**config.mk**
```make
export PLATFORM = sky130hd
export DESIGN_NAME = uart_fifo_ctl
export DESIGN_NICKNAME = d
export VERILOG_FILES = /design/src/rtl/fifoctl_pkg.sv /design/src/rtl/fifoctl_occ.sv /design/src/rtl/fifoctl_ctrl.sv /design/src/rtl/fifoctl_data.sv /design/src/rtl/uart_fifo_ctl.sv
export SDC_FILE = /design/constraint.sdc
export NUM_CORES = 1
export LEC_CHECK = 0
export BUFFER_PORTS_ARGS = -buffer_cell sky130_fd_sc_hd__buf_2
export CAP_MARGIN = 20
export CORE_MARGIN = 2
export CORE_UTILIZATION = 47
export CTS_BUF_LIST = sky130_fd_sc_hd__clkbuf_4
export DETAILED_ROUTE_END_ITERATION = 16
export GPL_TIMING_DRIVEN = 0
export MAX_ROUTING_LAYER = met4
export PLACE_DENSITY_LB_ADDON = 0.1
export SLEW_MARGIN = 0
export SYNTH_ARGS = -nofsm -noshare
export SYNTH_HDL_FRONTEND = slang
export SYNTH_SLANG_ARGS = --single-unit
```
**constraint.sdc**
```tcl
create_clock -name clk -period 2.6 [get_ports clk]
set_clock_uncertainty 0.05 [all_clocks]
set_input_delay 0.13 -clock clk [delete_from_list [all_inputs] [get_ports clk]]
set_output_delay 0.13 -clock clk [all_outputs]
set_load 0.1 [all_outputs]
```
**src/rtl/fifoctl_pkg.sv**
```systemverilog
package fifoctl_pkg;

  typedef struct packed {
    logic rxFlush;
    logic txFlush;
  } flushStrobe_t;

  typedef enum logic {
    SIG_CHAR  = 1'b0,
    SIG_BLOCK = 1'b1
  } rdyMode_e;

  function automatic logic [7:0] trigLevel(input logic [1:0] code);
    case (code)
      2'b00:   trigLevel = 8'd1;
      2'b01:   trigLevel = 8'd4;
      2'b10:   trigLevel = 8'd8;
      default: trigLevel = 8'd14;
    endcase
  endfunction

endpackage

```
**src/rtl/fifoctl_occ.sv**
```systemverilog
module fifoctl_occ #(
  parameter int DEPTH = 16,
  parameter int CW    = $clog2(DEPTH + 1)
) (
  input  logic          clk,
  input  logic          rst_n,
  input  logic          push,
  input  logic          pop,
  input  logic          flush,
  output logic [CW-1:0] count
);

  localparam logic [CW-1:0] FULL_CNT = CW'(DEPTH);

  logic pushOk;
  logic popOk;

  assign pushOk = push && (count != FULL_CNT);
  assign popOk  = pop && (count != '0);

  always_ff @(posedge clk or negedge rst_n) begin
    if (!rst_n) begin
      count <= '0;
    end else if (flush) begin
      count <= '0;
    end else if (pushOk && !popOk) begin
      count <= count + 1'b1;
    end else if (popOk && !pushOk) begin
      count <= count - 1'b1;
    end
  end

  // occupancy never exceeds the FIFO depth
  a_r2_no_overflow: assert property (@(posedge clk) disable iff (!rst_n)
    count <= FULL_CNT);

  // a pop on an empty FIFO leaves it empty
  a_r2_empty_pop: assert property (@(posedge clk) disable iff (!rst_n)
    (count == '0 && !push && !flush) |=> count == '0);

  // a flush beats any push or pop in the same cycle
  a_r3_flush_wins: assert property (@(posedge clk) disable iff (!rst_n)
    flush |=> count == '0);

endmodule

```
**src/rtl/fifoctl_ctrl.sv**
```systemverilog
module fifoctl_ctrl
  import fifoctl_pkg::*;
(
  input  logic         clk,
  input  logic         rst_n,
  input  logic         wrEn,
  input  logic [7:0]   wrData,
  output flushStrobe_t flushStb,
  output logic         fifoOn,
  output rdyMode_e     rdyMode,
  output logic [1:0]   trigCode,
  output logic [7:0]   rdData
);

  logic fifoOnQ;
  logic blockSelQ;
  logic [1:0] trigQ;

  always_ff @(posedge clk or negedge rst_n) begin
    if (!rst_n) begin
      fifoOnQ   <= 1'b0;
      blockSelQ <= 1'b0;
      trigQ     <= 2'b00;
    end else if (wrEn) begin
      fifoOnQ   <= wrData[0];
      blockSelQ <= wrData[3];
      trigQ     <= wrData[7:6];
    end
  end

  always_comb begin
    flushStb.rxFlush = wrEn && wrData[1];
    flushStb.txFlush = wrEn && wrData[2];
  end

  assign fifoOn   = fifoOnQ;
  assign trigCode = trigQ;
  assign rdyMode  = (fifoOnQ && blockSelQ) ? SIG_BLOCK : SIG_CHAR;
  assign rdData   = {trigQ, 2'b00, blockSelQ, 2'b00, fifoOnQ};

  // writing enable and select together selects block style next cycle
  a_r9_mode_select: assert property (@(posedge clk) disable iff (!rst_n)
    (wrEn && wrData[0] && wrData[3]) |=> rdyMode == SIG_BLOCK);

  // clearing enable always falls back to single-character style
  a_r9_mode_off: assert property (@(posedge clk) disable iff (!rst_n)
    (wrEn && !wrData[0]) |=> rdyMode == SIG_CHAR);

endmodule

```
**src/rtl/fifoctl_data.sv**
```systemverilog
module fifoctl_data
  import fifoctl_pkg::*;
#(
  parameter int DEPTH = 16,
  parameter int CW    = $clog2(DEPTH + 1)
) (
  input  logic          clk,
  input  logic          rst_n,
  input  flushStrobe_t  flushStb,
  input  logic          fifoOn,
  input  rdyMode_e      rdyMode,
  input  logic [1:0]    trigCode,
  input  logic          rxPush,
  input  logic          rxPop,
  input  logic          txPush,
  input  logic          txPop,
  input  logic          holdBusy,
  input  logic          rxTimeout,
  output logic [CW-1:0] rxCount,
  output logic [CW-1:0] txCount,
  output logic          rxTrigHit,
  output logic          rxRdyN,
  output logic          txRdyN
);

  localparam int NCH = 2;
  localparam logic [CW-1:0] FULL_CNT = CW'(DEPTH);

  logic [NCH-1:0] pushV;
  logic [NCH-1:0] popV;
  logic [NCH-1:0] flushV;
  logic [CW-1:0]  cntV [NCH];

  assign pushV  = {txPush, rxPush};
  assign popV   = {txPop, rxPop};
  assign flushV = {flushStb.txFlush, flushStb.rxFlush};

  for (genvar ch = 0; ch < NCH; ch++) begin : g_occ
    fifoctl_occ #(.DEPTH(DEPTH), .CW(CW)) u_occ (
      .clk   (clk),
      .rst_n (rst_n),
      .push  (pushV[ch]),
      .pop   (popV[ch]),
      .flush (flushV[ch]),
      .count (cntV[ch])
    );
  end

  assign rxCount = cntV[0];
  assign txCount = cntV[1];

  logic [7:0]    levelFull;
  logic [CW-1:0] rxLevel;
  logic          rxAtLevel;
  logic          rxArmedQ;
  logic          rxNonEmpty;

  assign levelFull  = trigLevel(trigCode);
  assign rxLevel    = levelFull[CW-1:0];
  assign rxNonEmpty = (rxCount != '0);
  assign rxAtLevel  = (rxCount >= rxLevel);
  assign rxTrigHit  = fifoOn && rxAtLevel;

  always_ff @(posedge clk or negedge rst_n) begin
    if (!rst_n) begin
      rxArmedQ <= 1'b0;
    end else if (!rxNonEmpty) begin
      rxArmedQ <= 1'b0;
    end else if (rxAtLevel || rxTimeout) begin
      rxArmedQ <= 1'b1;
    end
  end

  always_comb begin
    if (rdyMode == SIG_BLOCK) begin
      rxRdyN = !(rxNonEmpty && (rxArmedQ || rxAtLevel));
      txRdyN = (txCount == FULL_CNT);
    end else begin
      rxRdyN = !rxNonEmpty;
      txRdyN = !((txCount == '0) && !holdBusy);
    end
  end

  // once asserted in block style, receive ready holds while no pop or flush
  a_r10_rx_hold: assert property (@(posedge clk) disable iff (!rst_n)
    (rdyMode == SIG_BLOCK && !rxRdyN && !rxPop && !flushStb.rxFlush)
      |=> (rdyMode != SIG_BLOCK || !rxRdyN));

  // a transmit push in single-character style releases transmit ready
  a_r7_tx_release: assert property (@(posedge clk) disable iff (!rst_n)
    (rdyMode == SIG_CHAR && txPush && !flushStb.txFlush)
      |=> (rdyMode != SIG_CHAR || txRdyN));

  // receive ready is never asserted on an empty receive FIFO
  a_r8_rx_empty: assert property (@(posedge clk) disable iff (!rst_n)
    (flushStb.rxFlush) |=> rxRdyN);

endmodule

```
**src/rtl/uart_fifo_ctl.sv**
```systemverilog
module uart_fifo_ctl
  import fifoctl_pkg::*;
#(
  parameter int DEPTH = 16,
  localparam int CNT_W = $clog2(DEPTH + 1)
) (
  input  logic             clk,
  input  logic             rst_n,
  input  logic             cfgWrEn,
  input  logic [7:0]       cfgWrData,
  output logic [7:0]       cfgRdData,
  input  logic             rxPush,
  input  logic             rxPop,
  input  logic             txPush,
  input  logic             txPop,
  input  logic             holdBusy,
  input  logic             rxTimeout,
  output logic [CNT_W-1:0] rxCount,
  output logic [CNT_W-1:0] txCount,
  output logic             rxTrigHit,
  output logic             rxRdyN,
  output logic             txRdyN
);

  flushStrobe_t flushStb;
  logic         fifoOn;
  rdyMode_e     rdyMode;
  logic [1:0]   trigCode;

  fifoctl_ctrl u_ctrl (
    .clk      (clk),
    .rst_n    (rst_n),
    .wrEn     (cfgWrEn),
    .wrData   (cfgWrData),
    .flushStb (flushStb),
    .fifoOn   (fifoOn),
    .rdyMode  (rdyMode),
    .trigCode (trigCode),
    .rdData   (cfgRdData)
  );

  fifoctl_data #(.DEPTH(DEPTH), .CW(CNT_W)) u_data (
    .clk       (clk),
    .rst_n     (rst_n),
    .flushStb  (flushStb),
    .fifoOn    (fifoOn),
    .rdyMode   (rdyMode),
    .trigCode  (trigCode),
    .rxPush    (rxPush),
    .rxPop     (rxPop),
    .txPush    (txPush),
    .txPop     (txPop),
    .holdBusy  (holdBusy),
    .rxTimeout (rxTimeout),
    .rxCount   (rxCount),
    .txCount   (txCount),
    .rxTrigHit (rxTrigHit),
    .rxRdyN    (rxRdyN),
    .txRdyN    (txRdyN)
  );

endmodule

```
==> summary.txt, run 1 <==
Floorplanning
  • Die Wd: between 50 and 60 um
  • Initial Util: 0.511
  • Core ar.: 0.00225 mm^2
  • Num ports: 38
  • Die area: 0.00286 mm^2
  • Row count: 17
  • Die Y: between 50 and 60 um

Setup path
  • Crit path buf inv count: 0
  • Worst path max stage delay: ~0.48 ns
  • Critical Path Source Type: register
  • Critical path's slowest cell: dfrtp_4
  • Critical path endpoint category: register
  • Data required time of the worst path: ~2.7 ns
  • Crit path max fanout: 3
  • Setup CP Type: reg -> reg
  • Critical-path cell list: or3_4 -> o31a_1 -> or2_4 -> fa_2 -> a21o_1 -> a21oi_2 -> and3_4 -> o21ai_2 -> nor3b_2
  • Cell family with most CP delay: simple AND/OR/NAND/NOR gates
  • Critical path arrival: 2.80 ns

CTS
  • H-tree Lvls: 1
  • CTS Buffer Depth: 2
  • Total CTS buffers: 3
  • Later-pin clock latency in the skew report: 0.29 ns
  • Clock root cell: clkbuf_4
  • Worst-path clk slew: 0.09 ns
  • TritonCTS clock tree: built
  • CTS sink count: 15

Run status
  • Failing checks: negative setup slack
  • Outcome: complete, but fails checks

Timing
  • Hold Vio Cnt, Final: 0
  • Setup WS post-layout: -0.0703 ns
  • RSZ-0062 raised after global routing: true
  • Max-slew violation count: 0
  • Final setup fails: 2
  • Maximum clock frequency: 374 MHz
  • Setup TNS: -0.134 ns
  • Fin crit share: 1.03
  • Min Tclk post-route: 2.67 ns

Global route
  • Vias in the first global route: ~940
  • First-pass GRT wire length: 4.11 mm
  • Largest net degree at the start of global routing: 16
  • Grt total ovfl: 0
  • Gr usage total: 0.206
  • Antenna violations before repair: 0

Detailed routing
  • Starting DRT DRC Count: 13
  • Drc violations: 0
  • Via count: 1007
  • Pre-antenna DRT Iters: 4
  • Post-DR vias/cell: 5.24
  • Final wirelength: 2.55 mm
  • ANT nets after route: 0
  • Drt wl/cell: 13.3 um

Final layout
  • Synth-to-Final Area Change: 37.8%
  • # diodes: 0
  • Most frequent cells in the layout: buf_2, buf_4, nor2_1
  • Fin nets: 194
  • Layout cell share with drive strength beyond 1: 0.530
  • Most common cell after layout, fill and taps aside: buf_2

Hold path
  • Tightest Hold Check Type: in -> reg

Yosys
  • FFs w/ async S/R, synth: 1.00
  • FF+latch count, synth: 15
  • Cells after synthesis: 114
  • Synthesized cell area: 0.00115 mm^2
  • Synth Flop Type: dfrtp_1
  • Distinct cells, synth: 35
  • Syn_area_per_cell: about 10 um^2
  • Count of flip-flops with a built-in enable after synthesis: 0
  • Register area share after synthesis: 0.326
  • Yosys warning count: 0

Place
  • Pre-CTS setup slack: -0.261 ns
  • GP Congestion: 0.721
  • Port Buffers: 31
  • DP HPWL: around 1.9 mm

Job
  • Maximum Capacitance Violations: 0
routing by layer:
layer  track usage  share of wire
met1         0.234           0.41
met2         0.368           0.54
met5             -              0
met4        0.0769          0.016
met3        0.0254          0.035
repair_timing:
item                                    4_1_cts  5_1_grt
endpoints found under the hold margin        15        1
resized for setup                             4        5
pin swaps                                     9       11
buffers inserted                              9        1
endpoints found under the setup margin        4        3
hold buffers                                  1        1
per-stage QoR:
stage	hold slack [ns]	std cells	utilization	instance area [um^2]
after floorplan	-0.216	117	-	1220
after global placement	-0.00134	176	0.626	1410
after detailed placement	0.00479	176	0.626	1410
after CTS	0.00561	190	0.688	1550
after global routing	0.0276	192	0.704	1590
final	0.00920	192	0.704	1590
final timing paths:
check | startpoint | end | slack, ns | depth (start not counted)
min in group asynchronous | rst_n | u_data.rxArmedQ | 0.21 | 2
worst min-delay path | cfgWrData[7] | u_ctrl.trigCode[1] | 0.009 | 3
worst max-delay path | u_data.g_occ[0].u_occ.count[3] | u_data.g_occ[0].u_occ.count[4] | -0.07 | 9
max in group asynchronous | rst_n | u_data.g_occ[1].u_occ.count[1] | 2.01 | 2
worst min register to register | u_ctrl.blockSelQ | u_ctrl.blockSelQ | 0.50 | 1
worst max register to register | u_data.g_occ[0].u_occ.count[3] | u_data.g_occ[0].u_occ.count[4] | -0.07 | 9
worst min-delay path, cell delays in order:
cell and delay, ns:
buf_2 0.08, nand2_1 0.04, o21ai_0 0.06
cell usage after synthesis (2+ instances only):
library cell,number,area share
nand2_1,8,0.026
mux2_2,2,0.020
a21oi_1,5,0.022
nor3_1,6,0.026
ha_1,10,0.11
mux2i_1,5,0.043
dfrtp_1,15,0.33
nand2b_1,2,0.011
o21ai_0,6,0.026
nor4_1,2,0.011
and3_1,2,0.011
o21ai_4,2,0.028
buf_4,6,0.039
fa_1,2,0.035
nor2_1,10,0.033
a21o_1,6,0.039
xnor2_1,3,0.023
and2_1,3,0.016
inv_1,3,0.0098
registers in the layout, indices dropped and copies added (netlist names):
name / cells
u_data.g_occ.u_occ.count: 10
u_ctrl.trigCode: 2
u_ctrl.blockSelQ: 1
u_ctrl.fifoOn: 1
u_data.rxArmedQ: 1
cell families after synthesis:
family                   Yosys count  share of synthesized area
AO/OA/AOI/OAI                     24                      0.151
AND/OR/NAND/NOR                   40                      0.187
flip-flops                        15                      0.326
adder cells (fa/ha/maj)           12                      0.143
multiplexers                       7                     0.0630
other                              1                    0.00325
buffers and inverters              9                     0.0489
XOR/XNOR                           6                     0.0782
final cells by class:
cell class / instances / area [um^2]
clock buffers: 4 / 30.0
multi-input cells: 93 / 817
flip-flops and latches: 15 / 397
repair buffers: 43 / 253
plain buffers: 6 / 45.0
well taps: 28 / 35.0
inverters: 3 / 11.3
fillers: 193 / 667
Power of run 1 is not shown: default switching activity piles up to over one toggle a cycle in this logic, so the estimate is an artifact.
==> inputs of run 2 (changes only) <==
--- a/config.mk
+++ b/config.mk
@@ -12,7 +12,6 @@
 export CTS_BUF_LIST = sky130_fd_sc_hd__clkbuf_4
 export DETAILED_ROUTE_END_ITERATION = 16
 export GPL_TIMING_DRIVEN = 0
-export MAX_ROUTING_LAYER = met4
 export PLACE_DENSITY_LB_ADDON = 0.1
 export SLEW_MARGIN = 0
 export SYNTH_ARGS = -nofsm -noshare
==> run 2 against run 1 <==
Compared with the run above:
- the flow still finishes with violations (negative setup slack)
- worst hold slack improved by 0.0011 ns
- routed wire length increased by 0.20%
- register-to-register slack about the same
- fmax about the same
- sequential share of layout area unchanged
- critical path type unchanged
- critical endpoint unchanged
- largest cell class unchanged
==> summary.txt, run 2 (synthesis results as in run 1) <==
Run status
  • Outcome: complete, but fails checks
  • Failing checks: negative setup slack

Detailed routing
  • ANT nets after route: 0
  • Via count: roughly 1000
  • Final wirelength: 2.55 mm
  • Pre-antenna DRT Iters: 4
  • Post-DR vias/cell: 5.23
  • Starting DRT DRC Count: 5
  • Drc violations: 0
  • Drt wl/cell: 13.3 um

Global route
  • First-pass GRT wire length: 4.11 mm
  • Gr usage total: 0.200
  • Largest net degree at the start of global routing: 16
  • Grt total ovfl: 0
  • Vias in the first global route: between 900 and 1000
  • Antenna violations before repair: 0

Setup path
  • Critical path arrival: 2.81 ns
  • Crit path max fanout: 3
  • Cell family with most CP delay: simple AND/OR/NAND/NOR gates
  • Critical-path cell list: or3_4 -> o31a_1 -> or2_4 -> fa_2 -> a21o_1 -> a21oi_2 -> and3_4 -> o21ai_2 -> nor3b_2
  • Crit path buf inv count: 0
  • Setup CP Type: reg -> reg
  • Critical Path Source Type: register
  • Critical path's slowest cell: dfrtp_4
  • Worst path max stage delay: 0.48 ns
  • Data required time of the worst path: 2.74 ns
  • Critical path endpoint category: register

Final layout
  • # diodes: 0
  • Fill count: a little under 200
  • Synth-to-Final Area Change: 37.8%
  • Max reg flops: 10
  • Largest Register: u_data.g_occ.u_occ.count
  • Layout cell share with drive strength beyond 1: 0.530
  • Most common cell after layout, fill and taps aside: buf_2
  • Fin nets: 194
  • Most frequent cells in the layout: buf_2, buf_4, nor2_1
  • Fin util: 0.704

Timing
  • Max-slew violation count: 0
  • Hold_ws: 0.0103 ns
  • Fin crit share: 1.03
  • RSZ-0062 raised after global routing: true
  • Final setup fails: 2
  • Maximum clock frequency: 374 MHz
  • Setup WS post-layout: -0.0713 ns
  • Hold Vio Cnt, Final: 0
  • Setup TNS: -0.128 ns
  • Min Tclk post-route: 2.67 ns

Floorplanning
  • Initial Util: 0.511
  • Die Wd: approximately 54 um
  • Core ar.: 0.00225 mm^2
  • Die area: ~0.0029 mm^2
  • Die Y: about 54 um
  • Row count: 17
  • Num ports: 38

Place
  • Port Buffers: 31
  • DP HPWL: approximately 1.9 mm
  • GP Congestion: roughly 0.71

Hold path
  • Tightest Hold Check Type: in -> reg

CTS
  • Total CTS buffers: 3
  • Clock root cell: clkbuf_4
  • H-tree Lvls: 1
  • TritonCTS clock tree: built
  • CTS sink count: 15
  • Later-pin clock latency in the skew report: just under 0.3 ns
  • CTS Buffer Depth: 2
  • Worst-path clk slew: 0.10 ns

Job
  • Maximum Capacitance Violations: 0
run 2: cell counts in the layout (fill, tap and decap cells not counted):
Identical to the previous run, type by type.
run 2: final timing paths:
kind	from	end	slack, ns	depth (start not counted)
setup / recovery	u_data.g_occ[0].u_occ.count[3]	u_data.g_occ[0].u_occ.count[4]	-0.07	9
max in group asynchronous	rst_n	u_data.g_occ[1].u_occ.count[1]	2.00	2
setup reg to reg	u_data.g_occ[0].u_occ.count[3]	u_data.g_occ[0].u_occ.count[4]	-0.07	9
hold reg to reg	u_ctrl.blockSelQ	u_ctrl.blockSelQ	0.50	1
min in group asynchronous	rst_n	u_data.g_occ[0].u_occ.count[2]	0.21	2
hold / removal	cfgWrData[7]	u_ctrl.trigCode[1]	0.01	3
run 2: timing repair:
action	4_1_cts	5_1_grt
setup buffers	9	1
hold buffers	1	1
setup endpoints to repair	4	3
hold endpoints to repair	15	1
resized for setup	4	5
cloned	0	0
pin swaps	9	11
run 2: layout make-up:
type | count | area (um^2) | area share
sequential | 15 | 397 | 0.250
multi-input combinational | 93 | 817 | 0.515
buffer | 6 | 45.0 | 0.0284
clock buffer | 4 | 30.0 | 0.0189
tap | 28 | 35.0 | 0.0221
inverter | 3 | 11.3 | 0.00709
timing repair buffer | 43 | 253 | 0.159
run 2: metrics by stage:
| stage | setup WS, ns | cells | instance area, um^2 |
|---|---|---|---|
| 2_1_floorplan | -0.326 | 117 | 1220 |
| 3_3_place_gp | -0.225 | 176 | 1410 |
| 3_5_place_dp | -0.261 | 176 | 1410 |
| 4_1_cts | -0.0665 | 190 | 1550 |
| 5_1_grt | -0.180 | 192 | 1590 |
| 6_report | -0.0713 | 192 | 1590 |
run 2: layer usage:
metal | wire, um | part of all wire | GRT usage | up-vias
li1 | - | - | - | 492
met1 | 1050 | 0.41 | 0.230 | 484
met2 | 1370 | 0.54 | 0.370 | 24
met3 | 88 | 0.034 | 0.0254 | 5
met4 | 40 | 0.016 | 0.0769 | 0
met5 | 0 | 0 | 0 | -
run 2: worst register-to-register path: stages, from the launching register on:
cell and delay, ns:
dfrtp_4 0.48, or3_4 0.40, o31a_1 0.30, or2_4 0.26, fa_2 0.34, a21o_1 0.17
a21oi_2 0.14, and3_4 0.20, o21ai_2 0.05, nor3b_2 0.16
Power of run 2 is left out for the same reason.
==> inputs of run 3 (changes only) <==
--- a/config.mk
+++ b/config.mk
@@ -13,7 +13,7 @@
 export DETAILED_ROUTE_END_ITERATION = 16
 export GPL_TIMING_DRIVEN = 0
 export PLACE_DENSITY_LB_ADDON = 0.1
-export SLEW_MARGIN = 0
+export SKIP_LAST_GASP = 1
 export SYNTH_ARGS = -nofsm -noshare
 export SYNTH_HDL_FRONTEND = slang
 export SYNTH_SLANG_ARGS = --single-unit
==> constraint.sdc (replaced) <==
create_clock -name clk -period 2.6 [get_ports clk]
set_clock_uncertainty 0.05 [all_clocks]
set_input_delay 0.13 -clock clk [delete_from_list [all_inputs] [get_ports clk]]
set_output_delay 0.13 -clock clk [all_outputs]
set_load 0.02 [all_outputs]
==> run 3 against run 2 <==
Compared with the run above:
- the flow now finishes without violations
- fmax rose by 3.4%
- via count fell by 1.2%
- setup slack improved by 0.088 ns
- largest cell class unchanged
- final area fell by 5.3%
==> summary.txt, run 3 (synthesis results as in run 1) <==
Setup path
  • Critical Path Source Type: register
  • Worst r2r dst: u_data.g_occ[0].u_occ.count[4]
  • Start point of the critical path: u_data.g_occ[0].u_occ.count[1]
  • Cell family with most CP delay: simple AND/OR/NAND/NOR gates
  • Critical path's slowest cell: dfrtp_2
  • Worst R2R Start: u_data.g_occ[0].u_occ.count[1]
  • Data required time of the worst path: 2.72 ns
  • Crit path buf inv count: 0
  • Internal reg-to-reg setup slack: approximately 0.017 ns
  • Critical path endpoint category: register
  • Critical Path End: u_data.g_occ[0].u_occ.count[4]
  • Setup CP Type: reg -> reg
  • Crit path max fanout: 4
  • Stages on the worst setup path: 9
  • Critical-path cell list: or3_4 -> o31a_1 -> or2_4 -> fa_2 -> a21o_1 -> a21oi_2 -> and3_1 -> o21ai_0 -> nor3b_2
  • Worst path max stage delay: ~0.41 ns
  • Critical path arrival: roughly 2.7 ns
  • Reg2reg path depth: 9

Floorplanning
  • Core ar.: 0.00225 mm^2
  • Die Wd: 53.5 um
  • Die Y: 53.5 um
  • Initial Util: 0.511
  • Die area: 0.00286 mm^2
  • Row count: 17
  • Num ports: 38

Hold path
  • HP Start: cfgWrData[6]
  • Tightest Hold Check Type: in -> reg

Detailed routing
  • Drt wl/cell: 12.5 um
  • Final wirelength: 2.38 mm
  • Via count: 993
  • ANT nets after route: 0
  • Post-DR vias/cell: 5.23
  • Drc violations: 0
  • Starting DRT DRC Count: 15
  • Pre-antenna DRT Iters: 4

Global route
  • Antenna violations before repair: 0
  • Gr usage total: 0.202
  • Grt total ovfl: 0
  • Largest net degree at the start of global routing: 16
  • First-pass GRT wire length: 4.23 mm
  • Vias in the first global route: ~990

Timing
  • RSZ-0062 raised after global routing: true
  • Worst slew margin: 0.639
  • Fin crit share: 0.994
  • Hold Vio Cnt, Final: 0
  • Worst slew pin tran: 0.537 ns
  • Final setup fails: 0
  • Max-slew violation count: 0
  • Maximum clock frequency: around 390 MHz
  • Min Tclk post-route: 2.58 ns

Job
  • Maximum Capacitance Violations: 0

Final layout
  • Max reg flops: 10
  • Largest Register: u_data.g_occ.u_occ.count
  • Layout cell share with drive strength beyond 1: 0.451
  • # diodes: 0
  • Synth-to-Final Area Change: 30.5%
  • Most frequent cells in the layout: buf_2, buf_4, nor2_1, ha_1, dfrtp_1
  • Fin nets: between 150 and 200
  • Post-Layout Cell Count: 190
  • Most common cell after layout, fill and taps aside: buf_2
  • Fill count: 218

CTS
  • CTS sink count: 15
  • CTS Buffer Depth: 2
  • Worst-path clk slew: 0.09 ns
  • Total CTS buffers: 3
  • Clock root cell: clkbuf_4
  • TritonCTS clock tree: built
  • H-tree Lvls: 1
  • Later-pin clock latency in the skew report: 0.28 ns

Pwr
  • Peak VDD IR: 0.000658 V
  • Leakage: approximately 0.00075 uW
  • Pwr Total: 1740 uW
  • P per Cell Area: 1160 mW/mm^2

Place
  • Port Buffers: 31
  • DP HPWL: 1.86 mm
  • GP Congestion: 0.727
  • Inst Count DP: around 180

Run status
  • Outcome: finished, final reports clean
==> run 3: worst min path at each step <==
| stage | to | slack (ns) | cells past startpoint |
|---|---|---|---|
| finish | u_ctrl.trigCode[0] | 0.006 | 3 |
| global route | u_ctrl.trigCode[0] | 0.02 | 3 |
| CTS | u_ctrl.trigCode[0] | 0.002 | 3 |
| detailed placement | u_data.g_occ[0].u_occ.count[4] | 0.003 | 1 |
| global placement | u_data.g_occ[1].u_occ.count[2] | 0.002 | 1 |
| floorplan | u_ctrl.blockSelQ | -0.22 | 0 |
==> run 3: per-stage QoR <==
stage / util / area, um^2 / worst slack, ns / hold slack, ns / TNS (ns)
global route: 0.667 / 1500 / -0.139 / 0.0186 / -0.234
finish: 0.667 / 1500 / 0.0168 / 0.00572 / 0
detailed placement: 0.609 / 1370 / -0.224 / 0.00257 / -0.442
global placement: 0.609 / 1370 / -0.179 / 0.00161 / -0.324
CTS: 0.667 / 1500 / 0.00239 / 0.00226 / 0
floorplan: - / 1180 / -0.144 / -0.216 / -0.240
==> run 3: final cells by class <==
| type | count | area (um^2) | share of cell area |
|---|---|---|---|
| clock buffer | 4 | 30.0 | 0.0200 |
| inverter | 3 | 11.3 | 0.00749 |
| timing repair buffer | 41 | 235 | 0.156 |
| sequential | 15 | 382 | 0.254 |
| buffer | 6 | 45.0 | 0.0300 |
| multi-input combinational | 93 | 766 | 0.509 |
| tap | 28 | 35.0 | 0.0233 |
==> run 3: metal layers <==
layer | wire length, um | track usage | part of all wire | vias to the layer above
met5 | 0 | 0 | 0 | -
li1 | - | - | - | 492
met1 | 1080 | 0.241 | 0.45 | 468
met2 | 1140 | 0.362 | 0.48 | 29
met4 | 23 | 0.0214 | 0.0097 | 0
met3 | 140 | 0.0678 | 0.059 | 4
==> run 3: power by group <==
group	switching, uW	internal (uW)	total [uW]
registers	107	325	432
clock network	73.4	70.0	143
logic	611	556	1170
total	792	951	1740
==> run 3: what timing repair did <==
item | 4_1_cts | 5_1_grt
endpoints found under the setup margin | 3 | 2
setup buffers | 8 | 0
hold buffers | 2 | 0
pin swaps | 7 | 0
endpoints found under the hold margin | 16 | 0
cloned | 0 | 0
resized for setup | 5 | 0
==> run 3: worst register-to-register path: cells and delay by family (launching register included) <==
| family | cells | cell delay [ns] |
|---|---|---|
| adders and majority gates | 1 | 0.36 |
| and+or+nand+nor | 4 | 1.00 |
| AOI/OAI and AO/OA | 4 | 0.66 |
| DFF | 1 | 0.41 |
(Power assumes the default switching activity.)
